File: config.mk
export PLATFORM = sky130hd
export DESIGN_NAME = text_overlay_render
export DESIGN_NICKNAME = d
export VERILOG_FILES = /design/src/rtl/txt_ovl_pkg.sv /design/src/rtl/txt_ovl_addr_stage.sv /design/src/rtl/txt_ovl_glyph_rom.sv /design/src/rtl/txt_ovl_dly.sv /design/src/rtl/txt_ovl_pix_sel.sv /design/src/rtl/text_overlay_render.sv
export SDC_FILE = /design/constraint.sdc
export NUM_CORES = 1
export LEC_CHECK = 0
export BUFFER_PORTS_ARGS = -buffer_cell sky130_fd_sc_hd__buf_2
export CORE_AREA = 4 4 62 64
export CTS_CLUSTER_DIAMETER = 100
export DETAILED_ROUTE_END_ITERATION = 12
export DIE_AREA = 0 0 66 68
export MAX_ROUTING_LAYER = met4
export PLACE_DENSITY = 0.76
export SLEW_MARGIN = 15
export SYNTH_ARGS = -nofsm -noshare
export SYNTH_HDL_FRONTEND = slang
export SYNTH_SLANG_ARGS = --single-unit
File: constraint.sdc
create_clock -name clk -period 1.36 [get_ports clk]
set_clock_uncertainty 0.05 [all_clocks]
set_input_delay 0.272 -clock clk [delete_from_list [all_inputs] [get_ports clk]]
set_output_delay 0.272 -clock clk [all_outputs]
set_load 0.1 [all_outputs]
File: src/rtl/txt_ovl_pkg.sv
package txt_ovl_pkg;
  localparam int unsigned X_W     = 10;
  localparam int unsigned Y_W     = 10;
  localparam int unsigned CODE_W  = 7;
  localparam int unsigned RGB_W   = 3;
  localparam int unsigned GLYPH_W = 8;
  localparam int unsigned GLYPH_H = 16;

  localparam int unsigned COL_BITS = $clog2(GLYPH_W);
  localparam int unsigned ROW_BITS = $clog2(GLYPH_H);
  localparam int unsigned ADDR_W   = CODE_W + ROW_BITS;

  localparam logic [CODE_W-1:0] CODE_DIGIT0 = 7'h30;
  localparam int unsigned       N_DIGITS    = 9;
  localparam logic [CODE_W-1:0] CODE_MINE   = 7'h2A;

  typedef logic [GLYPH_W-1:0] glyph_line_t;

  // Side information that must ride along with the glyph address.
  typedef struct packed {
    logic [COL_BITS-1:0] col;
    logic [RGB_W-1:0]    colour;
  } side_t;

  localparam int unsigned SIDE_W = COL_BITS + RGB_W;
endpackage

File: src/rtl/txt_ovl_addr_stage.sv
module txt_ovl_addr_stage
  import txt_ovl_pkg::*;
#(
  parameter int unsigned CODE_BITS = CODE_W,
  parameter int unsigned LINE_BITS = ROW_BITS,
  localparam int unsigned AW       = CODE_BITS + LINE_BITS
) (
  input  logic                 clk,
  input  logic                 rst_n,
  input  logic [CODE_BITS-1:0] code_i,
  input  logic [LINE_BITS-1:0] line_i,
  input  side_t                side_i,
  output logic [AW-1:0]        addr_o,
  output side_t                side_o
);
  logic [AW-1:0] addr_d;
  logic [AW-1:0] addr_q;
  side_t         side_d;
  side_t         side_q;
  logic          en;

  always_comb begin
    en     = 1'b1;
    addr_d = {code_i, line_i};
    side_d = side_i;
  end

  always_ff @(posedge clk or negedge rst_n) begin
    if (!rst_n) begin
      addr_q <= '0;
      side_q <= '0;
    end else if (en) begin
      addr_q <= addr_d;
      side_q <= side_d;
    end
  end

  assign addr_o = addr_q;
  assign side_o = side_q;
endmodule

File: src/rtl/txt_ovl_glyph_rom.sv
module txt_ovl_glyph_rom
  import txt_ovl_pkg::*;
#(
  parameter int unsigned CODE_BITS = CODE_W,
  parameter int unsigned LINE_BITS = ROW_BITS,
  localparam int unsigned AW       = CODE_BITS + LINE_BITS
) (
  input  logic          clk,
  input  logic          rst_n,
  input  logic [AW-1:0] addr_i,
  output glyph_line_t   data_o
);
  localparam glyph_line_t BAR   = 8'h7E;
  localparam glyph_line_t LEFT  = 8'h40;
  localparam glyph_line_t RIGHT = 8'h02;

  // Segment set per digit, ordered {top, upper-right, lower-right, bottom,
  // lower-left, upper-left, middle}.
  function automatic logic [6:0] seg_set(input logic [3:0] digit);
    case (digit)
      4'd0:    seg_set = 7'b1111110;
      4'd1:    seg_set = 7'b0110000;
      4'd2:    seg_set = 7'b1101101;
      4'd3:    seg_set = 7'b1111001;
      4'd4:    seg_set = 7'b0110011;
      4'd5:    seg_set = 7'b1011011;
      4'd6:    seg_set = 7'b1011111;
      4'd7:    seg_set = 7'b1110000;
      4'd8:    seg_set = 7'b1111111;
      default: seg_set = 7'b0000000;
    endcase
  endfunction

  function automatic glyph_line_t digit_line(input logic [6:0] s, input logic [LINE_BITS-1:0] ln);
    glyph_line_t v;
    v = '0;
    if (ln == 2)               v = s[6] ? BAR : '0;
    else if (ln >= 3 && ln <= 6)
      v = (s[1] ? LEFT : '0) | (s[5] ? RIGHT : '0);
    else if (ln == 7)          v = s[0] ? BAR : '0;
    else if (ln >= 8 && ln <= 11)
      v = (s[2] ? LEFT : '0) | (s[4] ? RIGHT : '0);
    else if (ln == 12)         v = s[3] ? BAR : '0;
    return v;
  endfunction

  function automatic glyph_line_t mine_line(input logic [LINE_BITS-1:0] ln);
    case (ln)
      4'd3:               mine_line = 8'h04;
      4'd4, 4'd11:        mine_line = 8'h18;
      4'd5, 4'd10:        mine_line = 8'h3C;
      4'd6, 4'd7,
      4'd8, 4'd9:         mine_line = 8'h7E;
      default:            mine_line = 8'h00;
    endcase
  endfunction

  logic [CODE_BITS-1:0] code;
  logic [LINE_BITS-1:0] line;
  logic [CODE_BITS-1:0] digit_off;
  glyph_line_t          data_d;
  glyph_line_t          data_q;
  logic                 en;

  always_comb begin
    en        = 1'b1;
    code      = addr_i[AW-1:LINE_BITS];
    line      = addr_i[LINE_BITS-1:0];
    digit_off = code - CODE_DIGIT0;
    if (code == CODE_MINE)
      data_d = mine_line(line);
    else if (code >= CODE_DIGIT0 && digit_off < CODE_BITS'(N_DIGITS))
      data_d = digit_line(seg_set(digit_off[3:0]), line);
    else
      data_d = '0;
  end

  always_ff @(posedge clk or negedge rst_n) begin
    if (!rst_n)   data_q <= '0;
    else if (en)  data_q <= data_d;
  end

  assign data_o = data_q;
endmodule

File: src/rtl/txt_ovl_dly.sv
module txt_ovl_dly #(
  parameter int unsigned W     = 6,
  parameter int unsigned DEPTH = 1
) (
  input  logic         clk,
  input  logic         rst_n,
  input  logic [W-1:0] d_i,
  output logic [W-1:0] q_o
);
  generate
    if (DEPTH == 0) begin : g_pass
      assign q_o = d_i;
    end else begin : g_chain
      logic [W-1:0] stage_q [DEPTH];
      logic [W-1:0] stage_d [DEPTH];
      logic         en;

      always_comb begin
        en = 1'b1;
        stage_d[0] = d_i;
        for (int i = 1; i < DEPTH; i++) stage_d[i] = stage_q[i-1];
      end

      for (genvar g = 0; g < DEPTH; g++) begin : g_stage
        always_ff @(posedge clk or negedge rst_n) begin
          if (!rst_n)  stage_q[g] <= '0;
          else if (en) stage_q[g] <= stage_d[g];
        end
      end

      assign q_o = stage_q[DEPTH-1];
    end
  endgenerate
endmodule

File: src/rtl/txt_ovl_pix_sel.sv
module txt_ovl_pix_sel
  import txt_ovl_pkg::*;
(
  input  logic        clk,
  input  logic        rst_n,
  input  glyph_line_t line_i,
  input  side_t       side_i,
  output logic [RGB_W-1:0] rgb_o
);
  logic             pix_d;
  logic             pix_q;
  logic [RGB_W-1:0] colour_d;
  logic [RGB_W-1:0] colour_q;
  logic [COL_BITS-1:0] bit_idx;
  logic             en;

  always_comb begin
    en       = 1'b1;
    // Leftmost pixel is the most significant glyph bit.
    bit_idx  = ~side_i.col;
    pix_d    = line_i[bit_idx];
    colour_d = side_i.colour;
  end

  always_ff @(posedge clk or negedge rst_n) begin
    if (!rst_n) begin
      pix_q    <= 1'b0;
      colour_q <= '0;
    end else if (en) begin
      pix_q    <= pix_d;
      colour_q <= colour_d;
    end
  end

  assign rgb_o = {RGB_W{pix_q}} & colour_q;
endmodule

File: src/rtl/text_overlay_render.sv
module text_overlay_render
  import txt_ovl_pkg::*;
(
  input  logic                   clk,
  input  logic                   rst_n,
  input  logic [X_W-1:0]         px_x,
  input  logic [Y_W-1:0]         px_y,
  input  logic [CODE_W-1:0]      chr_code,
  input  logic [RGB_W-1:0]       fg_rgb,
  output logic [X_W-COL_BITS-1:0] cell_col,
  output logic [Y_W-ROW_BITS-1:0] cell_row,
  output logic [RGB_W-1:0]       rgb
);
  localparam int unsigned SYNC_STAGES = 2;

  logic [SYNC_STAGES-1:0] rst_sync_q;
  logic                   rst_n_int;

  always_ff @(posedge clk or negedge rst_n) begin
    if (!rst_n) rst_sync_q <= '0;
    else        rst_sync_q <= {rst_sync_q[SYNC_STAGES-2:0], 1'b1};
  end
  assign rst_n_int = rst_sync_q[SYNC_STAGES-1];

  assign cell_col = px_x[X_W-1:COL_BITS];
  assign cell_row = px_y[Y_W-1:ROW_BITS];

  side_t            side_in;
  side_t            side_s1;
  side_t            side_s2;
  logic [ADDR_W-1:0] rom_addr;
  glyph_line_t      rom_line;

  always_comb begin
    side_in.col    = px_x[COL_BITS-1:0];
    side_in.colour = fg_rgb;
  end

  txt_ovl_addr_stage #(
    .CODE_BITS(CODE_W),
    .LINE_BITS(ROW_BITS)
  ) u_addr (
    .clk    (clk),
    .rst_n  (rst_n_int),
    .code_i (chr_code),
    .line_i (px_y[ROW_BITS-1:0]),
    .side_i (side_in),
    .addr_o (rom_addr),
    .side_o (side_s1)
  );

  txt_ovl_glyph_rom #(
    .CODE_BITS(CODE_W),
    .LINE_BITS(ROW_BITS)
  ) u_rom (
    .clk    (clk),
    .rst_n  (rst_n_int),
    .addr_i (rom_addr),
    .data_o (rom_line)
  );

  // Matches the one-cycle read latency of the glyph store.
  txt_ovl_dly #(
    .W    (SIDE_W),
    .DEPTH(1)
  ) u_side_dly (
    .clk   (clk),
    .rst_n (rst_n_int),
    .d_i   (side_s1),
    .q_o   (side_s2)
  );

  txt_ovl_pix_sel u_sel (
    .clk    (clk),
    .rst_n  (rst_n_int),
    .line_i (rom_line),
    .side_i (side_s2),
    .rgb_o  (rgb)
  );
endmodule

---- Word-level counts from Yosys, hierarchy flattened ----
Memories as Yosys holds them, arrays and structs flattened.
Index checks and enable logic that the tools add are counted.
cells by class
  shifts and indexed selects .............. 0
  bitwise operators ....................... 4
  $add $sub $neg .......................... 1
  divide/modulo/power cells ............... 0
  muxes and demuxes ....................... 18
  order comparisons ....................... 7
  reductions and logical operators ........ 3
  equal/unequal tests ..................... 4
  multipliers ............................. 0
operator list
  kind                                                                count
  two-way mux 8 bit                                                   7
  two-way mux 7 bit                                                   7
  bitwise OR 8 bit                                                    2
  equality test 7 x 6 -> 1 bit (second input constant)                1
  greater-or-equal comparator 7 x 6 -> 1 bit (second input constant)  1
  less-than comparator 7 x 4 -> 1 bit (second input constant)         1
  subtractor 7 x 6 -> 7 bit (second input constant)                   1
  equality test 4 x 2 -> 1 bit (second input constant)                1
  equality test 4 x 3 -> 1 bit (second input constant)                1
  equality test 4 bit (second input constant)                         1
  greater-or-equal comparator 4 x 2 -> 1 bit (second input constant)  1
  greater-or-equal comparator 4 bit (second input constant)           1
  <= comparator 4 x 3 -> 1 bit (second input constant)                1
  <= comparator 4 bit (second input constant)                         1
  less-than comparator 3 x 4 -> 1 bit (second input constant)         1
  two-way mux 2 bit                                                   2
  AND 3 bit                                                           1
  binary-select mux 1 bit (select 3 bit)                              1
  logical AND 1 bit                                                   3
  NOT 3 bit                                                           1
  two-way mux 1 bit                                                   1
word-level totals
  input bits .............................. 32
  bits in writable memories ............... 0
  bits in latches ......................... 0
  memories ................................ 2
  output and inout bits ................... 16
  ROM bits ................................ 208
  flip-flop bits (word level) ............. 37
memories
  memory           depth  width  rd ports  clocked after Yosys merged registers in  wr ports  line                     source
  (no name shown)  16     7      1         0                                        0         txt_ovl_glyph_rom.sv:20  case (digit)
  (no name shown)  16     6      1         0                                        0         txt_ovl_glyph_rom.sv:48  case (ln)

---- Longest topological paths before layout ----
Gate-level depths: netlist (run 1).
  depth in word-level cells ............... 13
  gate-level depth with buffers ........... 7
  depth with buffers taken out ............ 7

---- By module ----
Synthesis (run 1) repeated with hierarchy kept, for this count alone.
unflattened totals
  cell total of the unflattened synthesis .. 141
  area total of the unflattened synthesis .. 1600.3 um^2
by module, submodules not included
  module               cells each  instances  area each (um^2)
  txt_ovl_glyph_rom    92          1          690.7
  txt_ovl_addr_stage   17          1          425.4
  txt_ovl_pix_sel      10          1          182.7
  text_overlay_render  16          1          151.4
  txt_ovl_dly          6           1          150.1

---- Least setup slack after synthesis (run 1) ----
Ideal clock, no wire load.
  path kind ............................... register -> register
  start ................................... register u_addr.addr_q[4], in the netlist u_addr.addr_o[4]
  end ..................................... register u_rom.data_q[1], in the netlist u_rom.data_o[1]
  setup slack ............................. -0.407 ns
  arrival time ............................ 1.634 ns
  setup time .............................. 0.084 ns
  required time ........................... 1.226 ns
  buffers on the path ..................... 0
  stages on the path, launching flop included .. 6
  path through ............................ dfrtp_1 -> ha_1 -> or3b_1 -> a31o_1 -> or3_1 -> a41oi_2
between the ends
  longest elaborated chain between the ends .. 12
ends and longest elaborated chain
  item                                                    line                                              source
  start: declaration                                      txt_ovl_addr_stage.sv:17                          logic [AW-1:0] addr_q;
  start signal: assignment                                txt_ovl_addr_stage.sv:33                          addr_q <= addr_d;
  subtractor 7 x 6 -> 7 bit                               txt_ovl_glyph_rom.sv:69                           digit_off = code - CODE_DIGIT0;
  memory (16 x 7 bit)                                     n/a
  two-way mux 7 bit                                       txt_ovl_glyph_rom.sv:72                           else if (code >= CODE_DIGIT0 && digit_off < CODE_BITS'(N_DIGITS))
  two-way mux 7 bit                                       txt_ovl_glyph_rom.sv:70                           if (code == CODE_MINE)
  two-way mux 7 bit or two-way mux 2 bit (tied branches)  txt_ovl_glyph_rom.sv:43, txt_ovl_glyph_rom.sv:42
  two-way mux 8 bit or bitwise OR 8 bit (tied branches)   txt_ovl_glyph_rom.sv:43, txt_ovl_glyph_rom.sv:42
  two-way mux 8 bit                                       txt_ovl_glyph_rom.sv:41                           else if (ln >= 8 && ln <= 11)
  two-way mux 8 bit                                       txt_ovl_glyph_rom.sv:40                           else if (ln == 7) v = s[0] ? BAR : '0;
  two-way mux 8 bit                                       txt_ovl_glyph_rom.sv:38                           else if (ln >= 3 && ln <= 6)
  two-way mux 8 bit                                       txt_ovl_glyph_rom.sv:37                           if (ln == 2) v = s[6] ? BAR : '0;
  two-way mux 8 bit                                       txt_ovl_glyph_rom.sv:72
  two-way mux 8 bit *                                     txt_ovl_glyph_rom.sv:70
  named net u_rom.data_d[1]                               txt_ovl_glyph_rom.sv:61                           glyph_line_t data_d;
  end signal: assignment                                  txt_ovl_glyph_rom.sv:80                           else if (en) data_q <= data_d;
  end: declaration                                        txt_ovl_glyph_rom.sv:62                           glyph_line_t data_q;
The timed path passes the listed nets; every way through them passes the cells marked *. The select of a mux whose other input is x is not followed.

---- Worst setup path in the final report (run 1) ----
Same ends and word-level chain as after synthesis.

==> results of run 1 <==
==> cells by family after synthesis <==
logic type,after synthesis
other cells,1
mux,1
compound gates,27
buf+inv,24
fa+ha+maj,12
xor+xnor,1
flops,34
simple gates,43
==> critical path: stages, from the launching register on <==
cell and delay, ns:
dfrtp_1 0.44, ha_2 0.21, or3b_4 0.37, a31o_1 0.20
or3_4 0.33, a41oi_2 0.18
==> final cells by class <==
cell class                      count  area (µm²)
Timing Repair Buffer               62         507
Sequential cell                    34         851
Fill cell                         235        1030
Multi-Input combinational cell     85         703
Tap cell                           46        57.6
Clock inverter                      3        68.8
Clock buffer                        5        37.5
Inverter                            8        30.0
==> what timing repair did <==
item                                   CTS  global route
endpoints found under the hold margin   17             2
gates resized for setup                 13             9
hold buffers                            16             2
setup endpoints to repair                8             8
buffers inserted                         3             0
pin swaps                                6             1
==> registers in the layout, indices dropped and copies added (netlist names) <==
register / count
u_rom.data_o: 5
u_side_dly.q_o: 6
u_sel.colour_q: 3
u_addr.addr_o: 11
u_sel.pix_q: 1
rst_sync_q: 2
u_addr.side_o: 6
==> per-stage QoR <==
| step | cell area, µm² | hold slack [ns] | utilization (%) | power, µW | std cells |
|---|---|---|---|---|---|
| 2_1_floorplan | 1630 | -0.0736 | - | 1420 | 143 |
| 3_3_place_gp | 1870 | 0.00656 | 57.0 | 1340 | 214 |
| 3_5_place_dp | 1870 | 0.00800 | 57.0 | 1360 | 214 |
| 4_1_cts | 2200 | 0.00285 | 67.1 | 2340 | 241 |
| 5_1_grt | 2250 | 0.161 | 68.6 | 2450 | 243 |
| 6_report | 2250 | 0.181 | 68.6 | 2340 | 243 |
==> how the worst max path moves through the flow <==
| stage | slack [ns] | end |
|---|---|---|
| 2_1_floorplan | -0.37 | u_rom.data_o[1]$_DFF_PN0_ |
| 3_3_place_gp | -0.47 | u_rom.data_o[1]$_DFF_PN0_ |
| 3_5_place_dp | -0.53 | u_rom.data_o[1]$_DFF_PN0_ |
| 4_1_cts | -0.50 | u_rom.data_o[1]$_DFF_PN0_ |
| 5_1_grt | -0.58 | u_rom.data_o[1]$_DFF_PN0_ |
| 6_report | -0.50 | u_rom.data_o[1]$_DFF_PN0_ |
==> cell usage in the layout, fill, tap and decap left out, drive strengths merged, types with 4 or more instances in the layout <==
cell,instances
and2,4
buf,44
clkbuf,5
dfrtp,34
dlygate4sd3,18
ha,12
inv,8
nand2,11
nand2b,8
nor2,6
o21ai,11
==> per-layer routing <==
layer / GRT usage (%) / part of all wire, %
met3: 5.75 / 5.2
met4: 8.12 / 1.8
met2: 34.8 / 56
met5: - / 0
met1: 19.5 / 37
==> power by group through the flow <==
| stage | Clock [µW] | Sequential, µW | Combinational (µW) |
|---|---|---|---|
| after CTS | 939 | 1090 | 308 |
| final | 921 | 1090 | 326 |
| after floorplan | 0 | 1110 | 311 |
| after global placement | 0 | 1100 | 241 |
| after global routing | 989 | 1100 | 360 |
| after detailed placement | 0 | 1110 | 251 |
==> impl_metrics.yaml, run 1 <==
synth:
  yosys.area_share.adder_pct: 9.27
  synth_area_leaders: "dfrtp_1 53%, ha_1 9.3%, buf_4 6.5%"
  ys_types: 39
  synth-main-ff-cell: "dfrtp_1"
  ys_warn_count: 0
  syn_nets: 187
  synth_edf_count: 0
  syn_area_per_cell_um2: 11.3
  synth_commonest_cells: "34 x dfrtp_1, 14 x buf_4, 12 x ha_1"
  ys_seq_elements: 34
  syn_area_um2: 1620
  synthXorXnorAreaFrac_pct: 0.541
  synth_top_family_by_area: "simple AND/OR/NAND/NOR gates"
  syn_inst: 143
  synthArstFlopShare_pct: 100
  yosysTopAreaCell: "dfrtp_1"
  yosys.area_share.simple_pct: 15.5
  yosysMostFrequentCell: "dfrtp_1"
  synth.area.mux_share_pct: 0.696
  synth_compound_area_share_pct: 12.2
  seq_area_frac_synth_pct: 52.6
  synth_top_cell_area_share_pct: 52.6
power:
  switching_share_pct: 22.7
  combPwrFrac_pct: 14.0
  powerDensity_nw_per_um2: 1040
  leakage_uw: 0.00106
  ir_drop_mv: 1.30
  pwr-share-clk_pct: 39.4
  p_int_uw: 1810
  p_switching_uw: 531
  seqPwrFrac_pct: 46.6
job:
  cap_violations: 0
critical_path:
  critPathKind: "reg -> reg"
  critPathRequiredTime_ns: 1.55
  worstRegToRegCells: 5
  path_max_fanout: 4
  r2r_setup_slack_ns: -0.50
  cp-end-kind: "register"
  cp.arrival_ns: 2.05
  r2r_start: "u_addr.addr_o[4]$_DFF_PN0_"
  crit_start: "u_addr.addr_o[4]$_DFF_PN0_"
  crit_path_start_kind: "register"
  worst_r2r_endpoint: "u_rom.data_o[1]$_DFF_PN0_"
min_path:
  worstHoldPathType: "in -> async"
placement:
  hpwl_mm: 2.31
  gp_congestion: 0.774
  port_buffers: 21
  pre_cts_ws_ns: -0.526
drt:
  via_per_inst: 4.88
  routedWlPerCell_um: 14.6
  drc: 0
  drt-initial-drc-count: 58
  finalWirelength_mm: 3.54
  vias: 1186
  drt.antenna.violating_nets: 0
  drtPass1Iterations: 4
die:
  coreArea_um2: 3280
  chipHeight_um: 68
  start_util_pct: 49.3
  row_count: 21
  io_pins: 48
  die-area_um2: 4490
  die_w_um: 66
clock_network:
  numClockSinks: 34
  clock_path_buffers: 2
  root_buffer: "clkbuf_4"
  cts-buffers-inserted: 5
  clock_latency_ns: 0.32
  h-tree-depth: 2
  clkTransAtPathRegs_ns: 0.11
  cts_tree: "built"
sta:
  finalCritPeriodShare_pct: 137
  max_freq_mhz: 537
  drv_slew: 0
  rsz0062_at_grt: "true"
  fin_setup_tns_ns: -2.12
  finalHoldViolCount: 0
  min_period_ns: 1.86
  finalSetupViolations: 7
  layout_setup_ws_ns: -0.501
cells_and_area:
  area_growth_syn_to_layout_pct: 39.3
  antenna_cells: 0
  final_nets: 240
  layout-drive-gt1-share_pct: 40.1
global_route:
  grt_pass1_vias: 1394
  grt_pass1_wl_mm: 6.20
  track_usage_pct: 19.3
  grt_max_degree: 33
  antenna_found_initial: 0
  overflow: 0
status:
  violations: "negative setup slack"
  status: "complete, but fails checks"
Power figures use the tool's default switching activity.
==> run 2: changes to the inputs <==
PLACE_DENSITY = 0.8   (was 0.76)
==> run 2 against run 1 <==
  * The flow still finishes with violations (negative setup slack)
  * Largest power group unchanged
  * Critical endpoint unchanged
  * Routed wire length shrank 2.9%
  * Non-clock buffer count shrank 2
  * Critical path depth is the same
==> impl_metrics.yaml, run 2 (synthesis results as in run 1) <==
power:
  leakage_uw: 0.00102
  powerDensity_nw_per_um2: 874
  ir_drop_mv: 0.738
  total_power_uw: 1910
drt:
  met1_length_mm: 1.26
  dr_wl_met3_um: 254
  top_layer: "met4"
  drc: 0
  wl_met2_mm: 1.85
  routedWlPerCell_um: 14.3
  drt-initial-drc-count: 61
  vias: 1226
  drt.antenna.violating_nets: 0
  finalWirelength_mm: 3.44
  via_per_inst: 5.11
  drtPass1Iterations: 4
sta:
  drv_slew: 0
  layout_setup_ws_ns: -0.470
  min_period_ns: 1.83
  finalCritPeriodShare_pct: 135
  timing.hold.ws_ns: 0.172
  finalHoldViolCount: 0
  rsz0062_at_grt: "true"
  finalSetupViolations: 8
  max_freq_mhz: 547
global_route:
  grt_pass1_wl_mm: 5.69
  grt_pass1_vias: 1282
  grt_max_degree: 22
  track_usage_pct: 17.7
  antenna_found_initial: 0
  overflow: 0
clock_network:
  cts_tree: "built"
  clkTransAtPathRegs_ns: 0.10
  numClockSinks: 34
  root_buffer: "clkbuf_4"
  cts-buffers-inserted: 5
  clock_latency_ns: 0.33
  h-tree-depth: 2
  clock_path_buffers: 2
die:
  die_w_um: 66
  start_util_pct: 49.3
  die-area_um2: 4490
  chipHeight_um: 68
  coreArea_um2: 3280
  row_count: 21
  io_pins: 48
critical_path:
  cp_slowest_stage_delay_ns: 0.45
  cp.arrival_ns: 2.04
  path_max_fanout: 4
  crit_path_start_kind: "register"
  critPathKind: "reg -> reg"
  crit_chain: "ha_2 -> or3b_1 -> a31o_1 -> or3_1 -> a41oi_2"
  cp_slowest_cell: "dfrtp_2"
  cp-end-kind: "register"
  critPathRequiredTime_ns: 1.57
placement:
  dp_cells: 214
  dpl_cell_area_um2: 1870
  hpwl_mm: 2.38
  port_buffers: 21
  gp_congestion: 0.842
cells_and_area:
  fin_util_pct: 66.4
  final_common_cell: "dfrtp_1"
  stdcell_area_um2: 2180
  final_nets: 238
  final_cell_mix: "33 x dfrtp_1, 20 x buf_4, 18 x dlygate4sd3_1, 18 x buf_2, 11 x nand2_1"
  layout-drive-gt1-share_pct: 38.1
  largest_reg_flops: 11
  fillers: 221
  area_growth_syn_to_layout_pct: 34.7
  stdcell_count: 240
  multi_input_area_um2: 702
  antenna_cells: 0
  seq_area_um2: 852
job:
  cap_violations: 0
status:
  status: "complete, but fails checks"
  violations: "negative setup slack"
min_path:
  worstHoldPathType: "reg -> async"
-- run 2: changes by cell type in the layout (fill, tap and decap cells not counted), sizes merged --
cell    change
buf         -2
bufinv      -2
clkinv      +1
-- run 2: per-stage QoR --
step | TNS [ns] | setup slack (ns)
detailed placement | -2.36 | -0.491
floorplan | -1.67 | -0.366
global route | -2.64 | -0.540
finish | -2.16 | -0.470
global placement | -2.19 | -0.446
CTS | -2.24 | -0.465
-- run 2: worst paths after layout --
kind                                             from  slack (ns)  depth (start not counted)                          end
setup / recovery           u_addr.addr_o[4]$_DFF_PN0_       -0.47                          5    u_rom.data_o[1]$_DFF_PN0_
hold / removal                rst_sync_q[1]$_DFF_PN0_        0.17                          1   u_addr.addr_o[5]$_DFF_PN0_
setup reg to reg           u_addr.addr_o[4]$_DFF_PN0_       -0.47                          5    u_rom.data_o[1]$_DFF_PN0_
hold reg to reg               rst_sync_q[1]$_DFF_PN0_        0.17                          1   u_addr.addr_o[5]$_DFF_PN0_
max in group asynchronous     rst_sync_q[1]$_DFF_PN0_        0.84                          1   u_addr.side_o[4]$_DFF_PN0_
min in group clk           u_addr.side_o[5]$_DFF_PN0_        0.31                          0  u_side_dly.q_o[5]$_DFF_PN0_
-- run 2: final cells by class --
type	count	share of cell area, %
timing repair buffer	60	22.5
clock buffer	5	1.72
clock inverter	2	0.459
inverter	8	1.38
multi-input combinational	85	32.2
sequential	34	39.1
tap	46	2.64
-- run 2: where the power goes --
part           total, µW  internal (µW)  switching, µW
clock network        493            185            308
registers           1090           1060           35.9
logic                321            169            152
-- run 2: critical path, delay by kind of cell, from the launching register on --
kind,cells,cell delay [ns]
adders and majority gates,1,0.20
AOI/OAI and AO/OA,2,0.37
and+or+nand+nor,2,0.69
DFF,1,0.45
-- run 2: repair_timing --
| item | CTS | global route |
|---|---|---|
| pin swaps | 4 | 5 |
| cloned | 0 | 0 |
| hold buffers | 17 | 1 |
| setup endpoints to repair | 8 | 8 |
| gates resized for setup | 5 | 15 |
| setup buffers | 1 | 0 |
| hold endpoints to repair | 18 | 1 |
-- run 2: layer usage --
metal,up-vias,global-route usage [%]
li1,576,-
met1,592,19.0
met2,48,31.3
met3,10,5.58
met4,0,5.33
met5,-,-
